--- src/rtl/flashid_pkg.sv ---
// Shared types and lookup tables for the flash identification probe.
// Assumes table entries always carry a shift of at least 6.
package flashid_pkg;

    typedef enum logic [1:0] {
        FERR_NONE   = 2'd0,
        FERR_NODEV  = 2'd1,
        FERR_ABSENT = 2'd2,
        FERR_UNSUP  = 2'd3
    } ferr_e;

    typedef enum logic [1:0] {
        FREV_CODE   = 2'd0,
        FREV_FIXED  = 2'd1,
        FREV_SWITCH = 2'd2
    } frev_e;

    typedef enum logic [2:0] {
        PS_IDLE,
        PS_IDCMD,
        PS_IDEVAL,
        PS_STCMD,
        PS_STEVAL
    } pstate_e;

    // hit: entry found; pow2: size switchable; plog2: log2 of page count;
    // shift: page shift for the padded page size
    typedef struct packed {
        logic       hit;
        logic       pow2;
        logic [3:0] plog2;
        logic [3:0] shift;
    } geo_ent_t;

    // Device-byte lookup for the ID path
    function automatic geo_ent_t id_lookup(input logic [7:0] dev_hi,
                                           input logic [7:0] dev_lo);
        geo_ent_t e;
        e = '0;
        case ({dev_hi, dev_lo})
            16'h2200: e = '{hit: 1'b1, pow2: 1'b1, plog2: 4'd9,  shift: 4'd9};
            16'h2300: e = '{hit: 1'b1, pow2: 1'b1, plog2: 4'd10, shift: 4'd9};
            16'h2400: e = '{hit: 1'b1, pow2: 1'b1, plog2: 4'd11, shift: 4'd9};
            16'h2500: e = '{hit: 1'b1, pow2: 1'b1, plog2: 4'd12, shift: 4'd9};
            16'h2600: e = '{hit: 1'b1, pow2: 1'b1, plog2: 4'd12, shift: 4'd10};
            16'h2700: e = '{hit: 1'b1, pow2: 1'b0, plog2: 4'd13, shift: 4'd10};
            16'h2701: e = '{hit: 1'b1, pow2: 1'b1, plog2: 4'd13, shift: 4'd10};
            16'h2800: e = '{hit: 1'b1, pow2: 1'b1, plog2: 4'd13, shift: 4'd11};
            default:  e = '0;
        endcase
        return e;
    endfunction

    // Density-code lookup for the status fallback path (status bits 5:2)
    function automatic geo_ent_t code_lookup(input logic [3:0] code);
        geo_ent_t e;
        e = '0;
        case (code)
            4'd3:    e = '{hit: 1'b1, pow2: 1'b0, plog2: 4'd9,  shift: 4'd9};
            4'd5:    e = '{hit: 1'b1, pow2: 1'b0, plog2: 4'd10, shift: 4'd9};
            4'd7:    e = '{hit: 1'b1, pow2: 1'b0, plog2: 4'd11, shift: 4'd9};
            4'd9:    e = '{hit: 1'b1, pow2: 1'b0, plog2: 4'd12, shift: 4'd9};
            4'd11:   e = '{hit: 1'b1, pow2: 1'b0, plog2: 4'd12, shift: 4'd10};
            4'd13:   e = '{hit: 1'b1, pow2: 1'b0, plog2: 4'd13, shift: 4'd10};
            4'd14,
            4'd15:   e = '{hit: 1'b1, pow2: 1'b0, plog2: 4'd13, shift: 4'd11};
            default: e = '0;
        endcase
        return e;
    endfunction

endpackage

--- src/rtl/flashid_decode.sv ---
// Combinational geometry lookup for both probe paths.
// Assumes its inputs come from registers held by the sequencer.
module flashid_decode
    import flashid_pkg::*;
#(
    parameter int BYTE_W = 8,
    parameter int CODE_LO = 2,
    parameter int CODE_W = 4
) (
    input  logic [BYTE_W-1:0] dev_hi,
    input  logic [BYTE_W-1:0] dev_lo,
    input  logic [CODE_W-1:0] dens_code,
    output geo_ent_t          id_ent,
    output geo_ent_t          fb_ent
);

    // Table lookups, one per path
    always_comb begin
        id_ent = id_lookup(dev_hi[7:0], dev_lo[7:0]);
        fb_ent = code_lookup(dens_code[3:0]);
    end

endmodule

--- src/rtl/flashid_seq.sv ---
// Probe sequencer. It issues the ID command, optionally the status command,
// and decides the outcome. It talks to a byte shifter through a
// request/done handshake and holds each request until its done pulse.
module flashid_seq
    import flashid_pkg::*;
#(
    parameter int BYTE_W = 8,
    parameter logic [BYTE_W-1:0] OP_ID     = 8'h9F,
    parameter logic [BYTE_W-1:0] OP_STATUS = 8'hD7,
    parameter logic [BYTE_W-1:0] MFR_CODE  = 8'h1F,
    parameter logic [BYTE_W-1:0] FILL      = 8'h00
) (
    input  logic              clk,
    input  logic              rst_n,
    input  logic              probe_req,
    output logic              xfer_req,
    output logic [BYTE_W-1:0] xfer_tx,
    output logic              xfer_last,
    input  logic              xfer_done,
    input  logic [BYTE_W-1:0] xfer_rx,
    output logic [BYTE_W-1:0] dev_hi,
    output logic [BYTE_W-1:0] dev_lo,
    output logic [BYTE_W-1:0] stat,
    input  geo_ent_t          id_ent,
    input  geo_ent_t          fb_ent,
    output logic              busy,
    output logic              res_clear,
    output logic              res_load,
    output logic [3:0]        res_plog2,
    output logic [3:0]        res_shift,
    output logic              res_bin,
    output frev_e             res_rev,
    output logic              res_err,
    output ferr_e             res_code
);

    localparam int ID_LEN = 4;
    localparam int ST_LEN = 2;
    localparam int IDX_W  = $clog2(ID_LEN);
    localparam logic [IDX_W-1:0] ID_END = IDX_W'(ID_LEN - 1);
    localparam logic [IDX_W-1:0] ST_END = IDX_W'(ST_LEN - 1);
    localparam logic [BYTE_W-1:0] ALL_ONES = '1;

    pstate_e           state;
    logic [IDX_W-1:0]  bidx;
    logic              pend;
    logic              fb_mode;
    logic [BYTE_W-1:0] mfr_q;
    logic              start;

    assign start = (state == PS_IDLE) && (pend || probe_req);

    // State, byte index and captured response bytes
    always_ff @(posedge clk) begin
        if (!rst_n) begin
            state   <= PS_IDLE;
            bidx    <= '0;
            pend    <= 1'b1;
            fb_mode <= 1'b0;
            mfr_q   <= '0;
            dev_hi  <= '0;
            dev_lo  <= '0;
            stat    <= '0;
        end else begin
            case (state)
                PS_IDLE: begin
                    if (start) begin
                        state <= PS_IDCMD;
                        bidx  <= '0;
                        pend  <= 1'b0;
                    end
                end
                PS_IDCMD: begin
                    if (xfer_done) begin
                        case (bidx)
                            IDX_W'(1): mfr_q  <= xfer_rx;
                            IDX_W'(2): dev_hi <= xfer_rx;
                            IDX_W'(3): dev_lo <= xfer_rx;
                            default:   ;
                        endcase
                        if (bidx == ID_END) begin
                            state <= PS_IDEVAL;
                            bidx  <= '0;
                        end else begin
                            bidx <= bidx + IDX_W'(1);
                        end
                    end
                end
                PS_IDEVAL: begin
                    if (mfr_q != MFR_CODE) begin
                        fb_mode <= 1'b1;
                        state   <= PS_STCMD;
                    end else if (id_ent.hit && id_ent.pow2) begin
                        fb_mode <= 1'b0;
                        state   <= PS_STCMD;
                    end else begin
                        state <= PS_IDLE;
                    end
                end
                PS_STCMD: begin
                    if (xfer_done) begin
                        if (bidx == ST_END) begin
                            stat  <= xfer_rx;
                            state <= PS_STEVAL;
                            bidx  <= '0;
                        end else begin
                            bidx <= bidx + IDX_W'(1);
                        end
                    end
                end
                PS_STEVAL: state <= PS_IDLE;
                default:   state <= PS_IDLE;
            endcase
        end
    end

    // Byte request toward the shifter
    always_comb begin
        xfer_req  = (state == PS_IDCMD) || (state == PS_STCMD);
        if (bidx == '0) begin
            xfer_tx = (state == PS_STCMD) ? OP_STATUS : OP_ID;
        end else begin
            xfer_tx = FILL;
        end
        xfer_last = ((state == PS_IDCMD) && (bidx == ID_END)) ||
                    ((state == PS_STCMD) && (bidx == ST_END));
        busy      = (state != PS_IDLE);
        res_clear = start;
    end

    // Outcome of the probe, produced in the evaluation states
    always_comb begin
        res_load  = 1'b0;
        res_plog2 = '0;
        res_shift = '0;
        res_bin   = 1'b0;
        res_rev   = FREV_CODE;
        res_err   = 1'b0;
        res_code  = FERR_NONE;
        if (state == PS_IDEVAL && mfr_q == MFR_CODE) begin
            if (!id_ent.hit) begin
                res_err  = 1'b1;
                res_code = FERR_NODEV;
            end else if (!id_ent.pow2) begin
                res_load  = 1'b1;
                res_plog2 = id_ent.plog2;
                res_shift = id_ent.shift;
                res_rev   = FREV_FIXED;
            end
        end else if (state == PS_STEVAL) begin
            if (fb_mode) begin
                if (stat == '0 || stat == ALL_ONES) begin
                    res_err  = 1'b1;
                    res_code = FERR_ABSENT;
                end else if (fb_ent.hit) begin
                    res_load  = 1'b1;
                    res_plog2 = fb_ent.plog2;
                    res_shift = fb_ent.shift;
                    res_bin   = fb_ent.pow2;
                    res_rev   = FREV_CODE;
                end else begin
                    res_err  = 1'b1;
                    res_code = FERR_UNSUP;
                end
            end else begin
                res_load  = 1'b1;
                res_plog2 = id_ent.plog2;
                res_shift = id_ent.shift;
                res_bin   = stat[0];
                res_rev   = FREV_SWITCH;
            end
        end
    end

endmodule

--- src/rtl/flashid_result.sv ---
// Result holding registers. They turn a table entry into page count,
// page size and shift, and hold it (or an error code) until cleared.
// Assumes load, err and clear are never high together.
module flashid_result
    import flashid_pkg::*;
#(
    parameter int PAGES_W = 14,
    parameter int BYTES_W = 11,
    parameter int SHIFT_W = 4,
    parameter int PAD_GAP = 5
) (
    input  logic               clk,
    input  logic               rst_n,
    input  logic               clear,
    input  logic               load,
    input  logic [3:0]         plog2,
    input  logic [3:0]         shift,
    input  logic               binary,
    input  frev_e              rev,
    input  logic               err,
    input  ferr_e              code,
    output logic               geo_valid,
    output logic [PAGES_W-1:0] geo_pages,
    output logic [BYTES_W-1:0] geo_bytes,
    output logic [SHIFT_W-1:0] geo_shift,
    output logic [1:0]         geo_rev,
    output logic               err_valid,
    output logic [1:0]         err_code
);

    logic [SHIFT_W-1:0] sh_full;
    logic [SHIFT_W-1:0] sh_bin;
    logic [BYTES_W-1:0] base_bytes;
    logic [BYTES_W-1:0] pad_bytes;

    // Page size: a power of two, plus a padding term for the padded layout
    always_comb begin
        sh_full    = SHIFT_W'(shift);
        sh_bin     = sh_full - SHIFT_W'(1);
        base_bytes = BYTES_W'(1) << sh_bin;
        pad_bytes  = BYTES_W'(1) << (sh_bin - SHIFT_W'(PAD_GAP));
    end

    // Hold the outcome until the next probe starts
    always_ff @(posedge clk) begin
        if (!rst_n || clear) begin
            geo_valid <= 1'b0;
            geo_pages <= '0;
            geo_bytes <= '0;
            geo_shift <= '0;
            geo_rev   <= '0;
            err_valid <= 1'b0;
            err_code  <= '0;
        end else if (load) begin
            geo_valid <= 1'b1;
            geo_pages <= PAGES_W'(1) << plog2;
            geo_bytes <= binary ? base_bytes : (base_bytes + pad_bytes);
            geo_shift <= binary ? sh_bin : sh_full;
            geo_rev   <= rev;
        end else if (err) begin
            err_valid <= 1'b1;
            err_code  <= code;
        end
    end

endmodule

--- src/rtl/flashid_probe.sv ---
// Top of the flash identification probe: sequencer, table lookup and
// result registers. It drives an external byte shifter; see the brief.
module flashid_probe
    import flashid_pkg::*;
#(
    parameter int PAGES_W = 14,
    parameter int BYTES_W = 11,
    parameter int SHIFT_W = 4,
    parameter logic [7:0] OP_ID     = 8'h9F,
    parameter logic [7:0] OP_STATUS = 8'hD7,
    parameter logic [7:0] MFR_CODE  = 8'h1F
) (
    input  logic               clk,
    input  logic               rst_n,
    input  logic               probe_req,
    output logic               xfer_req,
    output logic [7:0]         xfer_tx,
    output logic               xfer_last,
    input  logic               xfer_done,
    input  logic [7:0]         xfer_rx,
    output logic               busy,
    output logic               geo_valid,
    output logic [PAGES_W-1:0] geo_pages,
    output logic [BYTES_W-1:0] geo_bytes,
    output logic [SHIFT_W-1:0] geo_shift,
    output logic [1:0]         geo_rev,
    output logic               err_valid,
    output logic [1:0]         err_code
);

    localparam int BYTE_W  = 8;
    localparam int CODE_LO = 2;
    localparam int CODE_W  = 4;

    logic [BYTE_W-1:0] dev_hi, dev_lo, stat;
    geo_ent_t          id_ent, fb_ent;
    logic              res_clear, res_load, res_bin, res_err;
    logic [3:0]        res_plog2, res_shift;
    frev_e             res_rev;
    ferr_e             res_code;

    flashid_seq #(
        .BYTE_W(BYTE_W), .OP_ID(OP_ID), .OP_STATUS(OP_STATUS),
        .MFR_CODE(MFR_CODE), .FILL(8'h00)
    ) u_seq (
        .clk(clk), .rst_n(rst_n), .probe_req(probe_req),
        .xfer_req(xfer_req), .xfer_tx(xfer_tx), .xfer_last(xfer_last),
        .xfer_done(xfer_done), .xfer_rx(xfer_rx),
        .dev_hi(dev_hi), .dev_lo(dev_lo), .stat(stat),
        .id_ent(id_ent), .fb_ent(fb_ent), .busy(busy),
        .res_clear(res_clear), .res_load(res_load),
        .res_plog2(res_plog2), .res_shift(res_shift), .res_bin(res_bin),
        .res_rev(res_rev), .res_err(res_err), .res_code(res_code)
    );

    flashid_decode #(
        .BYTE_W(BYTE_W), .CODE_LO(CODE_LO), .CODE_W(CODE_W)
    ) u_dec (
        .dev_hi(dev_hi), .dev_lo(dev_lo),
        .dens_code(stat[CODE_LO +: CODE_W]),
        .id_ent(id_ent), .fb_ent(fb_ent)
    );

    flashid_result #(
        .PAGES_W(PAGES_W), .BYTES_W(BYTES_W), .SHIFT_W(SHIFT_W), .PAD_GAP(5)
    ) u_res (
        .clk(clk), .rst_n(rst_n), .clear(res_clear), .load(res_load),
        .plog2(res_plog2), .shift(res_shift), .binary(res_bin),
        .rev(res_rev), .err(res_err), .code(res_code),
        .geo_valid(geo_valid), .geo_pages(geo_pages), .geo_bytes(geo_bytes),
        .geo_shift(geo_shift), .geo_rev(geo_rev),
        .err_valid(err_valid), .err_code(err_code)
    );

endmodule

--- config.mk ---
export PLATFORM = sky130hd
export DESIGN_NAME = flashid_probe
export DESIGN_NICKNAME = d
export VERILOG_FILES = /design/src/rtl/flashid_pkg.sv /design/src/rtl/flashid_decode.sv /design/src/rtl/flashid_seq.sv /design/src/rtl/flashid_result.sv /design/src/rtl/flashid_probe.sv
export SDC_FILE = /design/constraint.sdc
export NUM_CORES = 1
export LEC_CHECK = 0
export ABC_AREA = 1
export BUFFER_PORTS_ARGS = -buffer_cell sky130_fd_sc_hd__buf_2
export CAP_MARGIN = 40
export CORE_MARGIN = 10
export CORE_UTILIZATION = 50
export CTS_BUF_LIST = sky130_fd_sc_hd__clkbuf_2 sky130_fd_sc_hd__clkbuf_4 sky130_fd_sc_hd__clkbuf_8
export DETAILED_ROUTE_END_ITERATION = 8
export GPL_ROUTABILITY_DRIVEN = 0
export HOLD_SLACK_MARGIN = 0.12
export PLACE_DENSITY_LB_ADDON = 0.3
export SLEW_MARGIN = 20
export SYNTH_ARGS = -nofsm -noshare
export SYNTH_HDL_FRONTEND = slang
export SYNTH_SLANG_ARGS = --single-unit
--- constraint.sdc ---
create_clock -name clk -period 3.2 [get_ports clk]
set_clock_uncertainty 0.05 [all_clocks]
set_input_delay 0.8 -clock clk [delete_from_list [all_inputs] [get_ports clk]]
set_output_delay 0.8 -clock clk [all_outputs]
set_load 0.05 [all_outputs]
; Yosys cells after proc, flatten, opt, wreduce, memory -nomap -nowiden
; Memory sizes are Yosys's and may differ from the RTL's. A register that Yosys moved wholly into a read port is not among the register bits.
; Cells that the tools add are included.
[op_classes]
n_addsub = 4
n_eq_ne = 23
n_shift = 3
n_mux = 66
bitwise_logic = 1
reduce_logical = 26
[ops]
columns = cell, count
row1 = $eq A16 B14 Y1 const B, 8
row2 = $pmux W10 S8, 1
row3 = $mux W4, 17
row4 = $mux W2, 15
row5 = $mux W1, 22
row6 = $shl A1 B4 Y11 const A, 2
row7 = $mux W3, 6
row8 = $shl A1 B4 Y14 const A, 1
row9 = $pmux W3 S4, 1
row10 = $reduce_and A3 Y1, 4
row11 = $add A11 B11 Y11, 1
row12 = $mux W11, 1
row13 = $eq A8 B5 Y1 const B, 1
row14 = $eq A8 B8 Y1 const B, 1
row15 = $logic_not A8 Y1, 1
row16 = $mux W8, 1
row17 = $ne A8 B5 Y1 const B, 1
row18 = $mux W7, 1
row19 = $eq A3 B2 Y1 const B, 2
row20 = $ne A2 B1 Y1 const B, 3
row21 = $pmux W2 S3, 1
row22 = $reduce_and A2 Y1, 3
row23 = $reduce_bool A3 Y1, 2
row24 = $logic_and A1 B1 Y1, 5
row25 = 16 further kinds, 22
[word_totals]
ff_bits = 74
rom_bits = 128
input_bits = 12
output_inout_bits = 46
word_cells = 139
mem_count = 1
[mem_list]
columns = memory, depth, word_bits, read_ports, rd_clocked_by_memory_dff, wr, line
row1 = (no name shown), 16, 8, 1, 1, 0, flashid_pkg.sv:58  ; case (code)

; Longest topological paths before layout
; Gate-level depths: netlist of run 1.
[logic_depth]
depth_word = 11
ltp_mapped = 28
ltp_nobuf = 28

; Modules after synthesis
; From an unflattened synthesis of run 1, not the netlist that was laid out.
[unflattened]
cells_unflattened = 755
hier_area_um2 = 4674.5
[modules_own_cells]
columns = module, n_inst, cells_per_inst, area_per_inst_um2, seq_area_each_um2
row1 = flashid_result, 1, 350, 2252.2, 700.7
row2 = flashid_seq, 1, 312, 1981.9, 780.7
row3 = flashid_decode, 1, 93, 440.4, 0.0

; Least setup slack after synthesis of run 1
; OpenSTA, ideal clock, no wires.
[synth_timing]
path_type = reg2reg
startpoint = register u_seq.dev_hi[2]
endpoint = register u_res.geo_bytes[8]
setup_time_ns = 0.074
arrival_ns = 3.247
required_ns = 3.076
path_slack_ns = -0.171
path_stages_with_launch = 27
n_path_buf = 0
period_less_slack_ns = 3.371
path_cell_list = dfxtp_1 -> inv_1 -> nor2_2 -> nand2_1 -> nor2_2 -> nand2_1 -> nand2_1 -> nor2_1 -> nand2_2 -> nand3_2 -> nand2_2 -> inv_2 -> ha_1 -> inv_1 -> xor2_2 -> inv_1 -> nor2_1 -> ha_1 -> inv_1 -> fa_1 -> inv_1 -> a21oi_1 -> o21ai_0 -> nand2_1 -> nand3_1 -> nand3_1 -> a31oi_1
[synth_via]
elab_chain_cells = 10
elab_cells_between_ends = 23
classes_between = add/sub: 3 / eq/ne: 8 / shift: 2 / mux: 10
[synth_rtl]
columns = item, line
row1 = "start, declared", flashid_seq.sv:21  ; output logic [BYTE_W-1:0] dev_hi,
row2 = "start signal, assigned", flashid_seq.sv:77  ; IDX_W'(2): dev_hi <= xfer_rx;
row3 = $eq A16 B14 Y1, flashid_pkg.sv:40  ; case ({dev_hi, dev_lo})
row4 = $pmux W10 S8 (*), flashid_pkg.sv:40
row5 = "$mux W4, on equally long branches", "flashid_seq.sv:151, flashid_seq.sv:144"
row6 = "$mux W4, on equally long branches", "flashid_seq.sv:150, flashid_seq.sv:141"
row7 = $mux W4, flashid_seq.sv:140  ; if (state == PS_IDEVAL && mfr_q == MFR_CODE) begin
row8 = $sub A4 B1 Y4, flashid_result.sv:39  ; sh_bin = sh_full - SHIFT_W'(1);
row9 = $sub A4 B3 Y4, flashid_result.sv:41  ; pad_bytes = BYTES_W'(1) << (sh_bin - SHIFT_W'(PAD_GAP));
row10 = $shl A1 B4 Y11, flashid_result.sv:41
row11 = $add A11 B11 Y11, flashid_result.sv:57  ; geo_bytes <= binary ? base_bytes : (base_bytes + pad_bytes);
row12 = $mux W11, flashid_result.sv:57
row13 = "end signal, assigned", flashid_result.sv:57
row14 = "end, declared", flashid_result.sv:24  ; output logic [BYTES_W-1:0] geo_bytes,
; Every way passes the cells marked *; elsewhere a longest branch is shown, timed or not.
; A chain may end at the register's enable or synchronous reset.

; Worst setup path after layout of run 1
[layout_timing]
startpoint = register u_seq.dev_hi[2]
endpoint = register u_res.geo_bytes[6]
; Same word-level chain as after synthesis.

==> results of run 1 <==
-- worst max path at each step --
stage	endpoint	slack [ns]	depth (start not counted)
after floorplan	u_res.geo_bytes[8]	0.02	26
after global placement	u_res.geo_bytes[7]	-0.06	22
after detailed placement	u_res.geo_bytes[8]	-0.16	23
after CTS	u_res.geo_bytes[8]	-0.02	27
after global routing	u_res.geo_bytes[4]	-0.38	23
final	u_res.geo_bytes[6]	-0.24	24
-- power by group --
| part | switching [µW] | leakage (µW) | internal, µW | total, µW |
|---|---|---|---|---|
| logic | 667 | 0.00197 | 244 | 910 |
| clock network | 425 | 0.000104 | 369 | 795 |
| registers | 40.1 | 0.000651 | 1050 | 1090 |
-- placed cells by master, fill, tap and decap left out, types with 5 or more instances in the layout --
cell      instances
nor2_2           12
buf_4            79
clkbuf_8          9
buf_2            56
nor3_2            9
nor3_4            6
nor2_1           74
a31oi_1           5
nor2_4           11
inv_2            20
dfxtp_1          71
nand2_2          22
a21oi_1          60
inv_1            75
o21ai_0          54
ha_4              7
nand2_4           5
dfxtp_2           7
nand3_1          30
nand2_1          96
ha_1             10
nand3_2           5
nor3_1            5
-- timing repair --
action | 4_1_cts | 5_1_grt
hold endpoints to repair | 0 | 0
pin swaps | 20 | 47
gates resized for setup | 39 | 74
buffers inserted | 8 | 12
endpoints found under the setup margin | 7 | 10
-- metal layers --
layer | global-route usage | share of wire
met1 | 0.232 | 0.41
met2 | 0.325 | 0.48
met3 | 0.0356 | 0.075
met4 | 0.0802 | 0.035
met5 | 0 | 0
-- cell families (layout without fill, tap and decap cells) --
logic type / count (synthesis) / count (layout) / share of synthesized area
simple gates: 281 / 281 / 0.287
buf+inv: 122 / 252 / 0.112
compound gates: 144 / 144 / 0.174
other cells: 1 / 1 / 0.000842
xor+xnor: 4 / 4 / 0.00956
flops: 80 / 80 / 0.360
fa+ha+maj: 20 / 20 / 0.0579
-- worst reg2reg max path: cells and delay by family (launching register included) --
| family | cells | cell delay, ns |
|---|---|---|
| buf+inv | 4 | 0.45 |
| simple gates | 13 | 1.31 |
| compound gates | 4 | 0.58 |
| xor+xnor | 1 | 0.18 |
| fa+ha+maj | 2 | 0.45 |
| flops | 1 | 0.35 |
-- stage by stage --
stage	setup slack [ns]	TNS, ns	util	area, µm²
CTS	-0.0165	-0.0210	0.645	5600
global route	-0.382	-2.98	0.690	5990
global placement	-0.0595	-0.137	0.601	5220
finish	-0.240	-1.56	0.690	5990
detailed placement	-0.164	-0.624	0.601	5220
floorplan	0.0226	0	-	4470
-- layout make-up --
| cell class | count | share of cell area |
|---|---|---|
| clock buffers | 9 | 0.0207 |
| multi-input cells | 450 | 0.461 |
| flip-flops and latches | 80 | 0.270 |
| repair buffers | 136 | 0.148 |
| clock inverters | 7 | 0.0132 |
| well taps | 108 | 0.0226 |
| inverters | 100 | 0.0644 |
-- flip-flops by register name, summed over array words and instances, names as in the netlist --
name and flops:
u_res.geo_rev 2, u_seq.mfr_q 8, u_seq.pend 1, u_res.geo_bytes 11, u_res.err_code 2, u_seq.dev_hi 8
u_seq.fb_mode 1, u_seq.bidx 2, u_res.geo_pages 14, u_dec.fb_ent 6, u_res.geo_valid 1, u_seq.dev_lo 8
u_seq.state 3, u_res.geo_shift 4, u_seq.stat 8, u_res.err_valid 1
==> summary.txt, run 1 <==
Status
  • Outcome: finished with violations
  • Failing checks: setup timing

Power and ir drop
  • Leak: 0.00273 µW
  • Cell Pwr Density: approximately 470 mW/mm²
  • Peak supply drop: 878 µV
  • Final Total Pwr: 2790 µW

Drt
  • Via density per instance: approximately 5.4
  • Iteration-0 DRC count of the detailed router: 412
  • Routed length per placed instance: 15.9 µm
  • DR DRC count: 0
  • Pre-antenna DRT Iters: 5
  • Total Wirelength: 14,200 µm
  • Post-DRT Antenna Nets: 0
  • Via count: 4,815

Floorplan
  • # IOs: slightly below 60
  • Site Rows: 34
  • Core Area: around 0.0087 mm²
  • Initial Util: 0.513
  • Die span in x: around 110 µm
  • Die Ht: 114 µm
  • Overall die area: 0.0131 mm²

Clock network
  • Clock tree root driver cell: clkbuf_8
  • TritonCTS clock tree: done
  • H-tree depth: 3
  • Hold-fix buffers at CTS: 0
  • Reg clk slew, reported paths: around 0.10 ns
  • Clk buf depth: 2
  • Clk sinks: 80
  • CTS Buf Count: 9
  • Clock latency at the later pin of the worst-skew pair: 0.37 ns

Timing
  • Worst slew margin: 0.628
  • RSZ-0062 raised after global routing: yes
  • Final Cycle Share: 1.08
  • Max Freq: approximately 0.29 GHz
  • Final Critical Period: around 3.4 ns
  • Hold WS: between 0.3 and 0.4 ns
  • Max Slew Vio Count: 0
  • Setup ws final: -0.240 ns
  • Worst Max-Slew Pin Slew: ~0.56 ns
  • Final hold violation count: 0
  • Final setup fails: 9

Logic synthesis
  • Post-Syn Nets: a little under 700
  • Seq/Total Area, Yosys: 0.360
  • Number of synthesized flops with an enable pin: 0
  • Count leader, synth: nand2_1
  • FF+latch count, synth: 80
  • Post-synth cell types: 42
  • Synth top area share: 0.360
  • Syn_area_per_cell: 6.83 µm²
  • Synth warnings: 0
  • Top_reg_cell synth: dfxtp_1
  • Cells after synthesis: roughly 650
  • Dominant cell type by area after synthesis: dfxtp_1
  • Largest cells by area after synthesis: dfxtp_1 36%, nand2_1 9.3%, nor2_1 7.5%
  • Synthesized area: 0.00445 mm²
  • Most frequent cells after synthesis: 110 x nand2_1, 89 x nor2_1, 86 x inv_1, 80 x dfxtp_1, 65 x a21oi_1
  • Ys async rst share: 0

Setup path
  • CP max stage cell: dfxtp_2
  • Worst Path Required: ~3.4 ns
  • R2r worst-path depth: 24
  • Launching element type of the critical path: register
  • Worst Path Arrival: about 3.7 ns
  • Max incr delay on CP: around 0.35 ns
  • Setup crit end kind: register
  • Beginning of the critical path: u_seq.dev_hi[2]
  • Crit-path most repeated cell: nand2_2
  • Reg-to-Reg End: u_res.geo_bytes[6]
  • CP Max Fanout: 4
  • CP Class: reg -> reg
  • Worst path bufs/invs: 4
  • CP Cell Sequence: buf_4, nor2_4, nand2_2, nor2_4, nand2_2, nand2_2, nor2_2, nand2_2, nand3_4, nand2_4, buf_4, ha_4, inv_1, nor2_2, inv_1, nor2_1, ha_1, a21oi_1, o21ai_2, a21oi_4, xor2_1, nor2_1, nor2_1, a21oi_1
  • Worst r2r src: u_seq.dev_hi[2]
  • R2R Setup Slk: -0.24 ns
  • CP top delay family: simple AND/OR/NAND/NOR gates

Placed design
  • Cells after DPL: around 850
  • PortBufs: 56
  • HPWL after DPL: 8970 µm

Cells and area
  • Area growth syn-to-layout: 34.5%
  • Reg area: between 0.0015 and 0.002 mm²
  • Final nets: approximately 810
  • Share of post-route cells with drive strength above 1: 0.363
  • Fillers: about 650
  • ANT cells: 0
  • Post-route insts no fill: roughly 900
  • Footprint of the multi-input gates: roughly 0.0028 mm²

Global routing
  • Gr usage total: 0.191
  • Initial antenna violation count: 0
  • First-pass GRT wire length: roughly 21,000 µm
  • Vias in the first global route: approximately 4,500
  • Total congestion overflow: 0
  • Largest net degree at the start of global routing: 31

Hold path
  • Hold Crit Class: reg -> reg
  • Worst Hold Path EP: u_res.geo_pages[6]
  • Hold-critical path depth: 2
  • Min-delay src: u_res.geo_pages[6]

Run
  • Max_cap viols: 0
Note: power is estimated with default switching activity, not from simulation.
==> run 2, diff against run 1 <==
--- a/config.mk
+++ b/config.mk
@@ -10,9 +10,9 @@
 export CAP_MARGIN = 40
 export CORE_MARGIN = 10
 export CORE_UTILIZATION = 50
-export CTS_BUF_LIST = sky130_fd_sc_hd__clkbuf_2 sky130_fd_sc_hd__clkbuf_4 sky130_fd_sc_hd__clkbuf_8
+export CTS_BUF_LIST = sky130_fd_sc_hd__clkbuf_4
 export DETAILED_ROUTE_END_ITERATION = 8
-export GPL_ROUTABILITY_DRIVEN = 0
+export GPL_ROUTABILITY_DRIVEN = 1
 export HOLD_SLACK_MARGIN = 0.12
 export PLACE_DENSITY_LB_ADDON = 0.3
 export SLEW_MARGIN = 20
==> summary.txt, run 2 (same netlist as run 1, synthesis figures left out) <==
Power and ir drop
  • Cell Pwr Density: 438 mW/mm² (was 466 mW/mm²)
  • Leak: 0.00275 µW (was 0.00273 µW)
  • Switching share of total power: 0.431 (was 0.406)
  • Switching power: 1110 µW (was 1130 µW)
  • Combinational share of power: 0.352 (was 0.326)
  • P_int: 1470 µW (was 1660 µW)
  • Peak supply drop: 993 µV (was 878 µV)
  • Power share of the sequential group: 0.422 (was 0.389)
  • Clk pwr share: 0.227 (was 0.285)

Cells and area
  • Largest regs: u_res.geo_pages x14, u_res.geo_bytes x11 (unchanged)
  • Largest register FFs: 14 (unchanged)
  • Area growth syn-to-layout: 32.2% (was 34.5%)
  • Final nets: 813 (was 809)
  • Fillers: 710 (was 645)
  • Footprint of the multi-input gates: 0.00269 mm² (was 0.00276 mm²)
  • Top reg by flops: u_res.geo_pages (unchanged)
  • Reg area: 0.00162 mm² (about the same)
  • Share of post-route cells with drive strength above 1: 0.361 (was 0.363)
  • Post-Layout Inst Area: 0.00589 mm² (was 0.00599 mm²)
  • Most common cell after layout, fill and taps aside: nand2_1 (unchanged)
  • ANT cells: 0 (unchanged)
  • Highest-count cells in the layout ignoring fill and taps: 95 x nand2_1, 82 x buf_4, 76 x inv_1, 76 x nor2_1, 67 x dfxtp_1 (was 96 x nand2_1, 79 x buf_4, 75 x inv_1)

Placed design
  • PortBufs: 56 (unchanged)
  • GPL Wtd Cong: roughly 0.98
  • Placed Area: 0.00529 mm² (was 0.00522 mm²)
  • Pre-CTS setup slack: -0.191 ns (was -0.164 ns)
  • HPWL after DPL: 9340 µm (was 8970 µm)

Drt
  • Routed length per placed instance: 15.1 µm (was 15.9 µm)
  • Via density per instance: 5.34 (was 5.41)
  • Post-DRT Antenna Nets: 0 (unchanged)
  • Total Wirelength: 13,500 µm (was 14,200 µm)
  • DR DRC count: 0 (unchanged)
  • Iteration-0 DRC count of the detailed router: 325 (was 412)
  • Pre-antenna DRT Iters: 7 (was 5)
  • Via count: 4,777 (was 4,815)

Global routing
  • Largest net degree at the start of global routing: 31 (unchanged)
  • Total congestion overflow: 0 (unchanged)
  • First-pass GRT wire length: 21,200 µm (was 20,700 µm)
  • Vias in the first global route: 4,556 (was 4,491)
  • Initial antenna violation count: 0 (unchanged)
  • Gr usage total: 0.194 (was 0.191)

Clock network
  • H-tree depth: 3 (unchanged)
  • CTS Buf Count: 9 (unchanged)
  • Clk buf depth: 2 (unchanged)
  • Clk sinks: 80 (unchanged)
  • Clock tree root driver cell: clkbuf_4 (was clkbuf_8)
  • TritonCTS clock tree: done (unchanged)
  • Reg clk slew, reported paths: 0.16 ns (was 0.10 ns)
  • Clock latency at the later pin of the worst-skew pair: 0.43 ns (was 0.37 ns)
  • Hold-fix buffers at CTS: 0 (unchanged)

Timing
  • Worst slew margin: 0.618 (was 0.628)
  • RSZ-0062 raised after global routing: yes (unchanged)
  • Sum of negative setup slack: -1.04 ns (was -1.56 ns)
  • Final hold violation count: 0 (unchanged)
  • Max Freq: 0.293 GHz (was 0.291 GHz)
  • Final setup fails: 8 (was 9)
  • Final Critical Period: 3.42 ns (was 3.44 ns)
  • Setup ws final: -0.217 ns (was -0.240 ns)
  • Final Cycle Share: 1.07 (was 1.08)
  • Max Slew Vio Count: 0 (unchanged)
  • Worst Max-Slew Pin Slew: 0.571 ns (was 0.557 ns)

Status
  • Outcome: finished with violations (unchanged)
  • Failing checks: setup timing (unchanged)

Floorplan
  • Die Ht: 114 µm (unchanged)
  • Initial Util: 0.513 (unchanged)
  • # IOs: 58 (unchanged)
  • Overall die area: 0.0131 mm² (unchanged)
  • Core Area: 0.00868 mm² (unchanged)
  • Die span in x: 114 µm (unchanged)
  • Site Rows: 34 (unchanged)

Hold path
  • Min-delay src: u_res.geo_pages[7] (was u_res.geo_pages[6])
  • Hold Crit Class: reg -> reg (unchanged)

Setup path
  • CP Max Fanout: 5 (was 4)
  • Launching element type of the critical path: register (unchanged)
  • Worst Path Required: 3.54 ns (was 3.42 ns)
  • CP Class: reg -> reg (unchanged)
  • Beginning of the critical path: u_seq.dev_hi[3] (was u_seq.dev_hi[2])
  • Worst Path Arrival: 3.76 ns (was 3.66 ns)
  • Worst r2r src: u_seq.dev_hi[3] (was u_seq.dev_hi[2])
  • Setup crit end kind: register (unchanged)

Run
  • Max_cap viols: 0 (unchanged)
## run 2: final cells by class
type,instances,area share
clock buffer,9,0.0115
tap,108,0.0230
sequential,80,0.275
clock inverter,7,0.00999
inverter,100,0.0655
multi-input combinational,450,0.457
timing repair buffer,140,0.157
## run 2: critical path, cell delays in order, from the launching register on
cell	delay (ns)
dfxtp_2	0.35
buf_6	0.11
nor2_4	0.15
nand2_2	0.09
nor2_4	0.13
nand2_2	0.07
nand2_2	0.08
nor2_2	0.05
nand2_2	0.08
nand3_4	0.08
nand2_4	0.13
inv_6	0.05
ha_4	0.17
inv_4	0.07
xor2_2	0.18
inv_1	0.09
nor2_1	0.11
ha_2	0.20
inv_2	0.04
fa_2	0.38
inv_4	0.10
a21oi_4	0.06
o21ai_2	0.13
nand2_1	0.10
nand3_1	0.09
nand3_1	0.08
a31oi_1	0.15
## run 2: path summary, 6_finish.rpt
path | cells past startpoint | end | slack (ns)
hold / removal | 2 | u_res.geo_pages[7] | 0.40
setup reg to reg | 26 | u_res.geo_bytes[8] | -0.22
hold reg to reg | 2 | u_res.geo_pages[7] | 0.40
setup / recovery | 26 | u_res.geo_bytes[8] | -0.22
## run 2: per-layer routing
metal | track usage | vias up | wire [µm]
li1 | - | 2364 | -
met1 | 0.245 | 2199 | 5690
met2 | 0.323 | 179 | 6620
met3 | 0.0393 | 35 | 855
met4 | 0.0593 | 0 | 308
met5 | 0 | - | 0
## run 2: timing repair
| action | 4_1_cts | 5_1_grt |
|---|---|---|
| pin swaps | 10 | 28 |
| buffers inserted | 6 | 8 |
| setup endpoints to repair | 7 | 10 |
| gates resized for setup | 48 | 55 |
## run 2: power by group through the flow
stage	Combinational, µW	Sequential (µW)	Clock (µW)
3_3_place_gp	848	1100	0
3_5_place_dp	874	1110	0
5_1_grt	990	1090	640
2_1_floorplan	689	1100	0
6_report	907	1090	585
4_1_cts	887	1090	597
## run 2: per-stage QoR
stage | std cells | total power, µW | utilization | hold WS [ns]
final | 894 | 2580 | 0.678 | 0.401
after global routing | 894 | 2720 | 0.678 | 0.428
after CTS | 886 | 2570 | 0.647 | 0.404
after detailed placement | 864 | 1980 | 0.610 | 0.382
after global placement | 864 | 1950 | 0.610 | 0.376
after floorplan | 652 | 1790 | - | 0.374
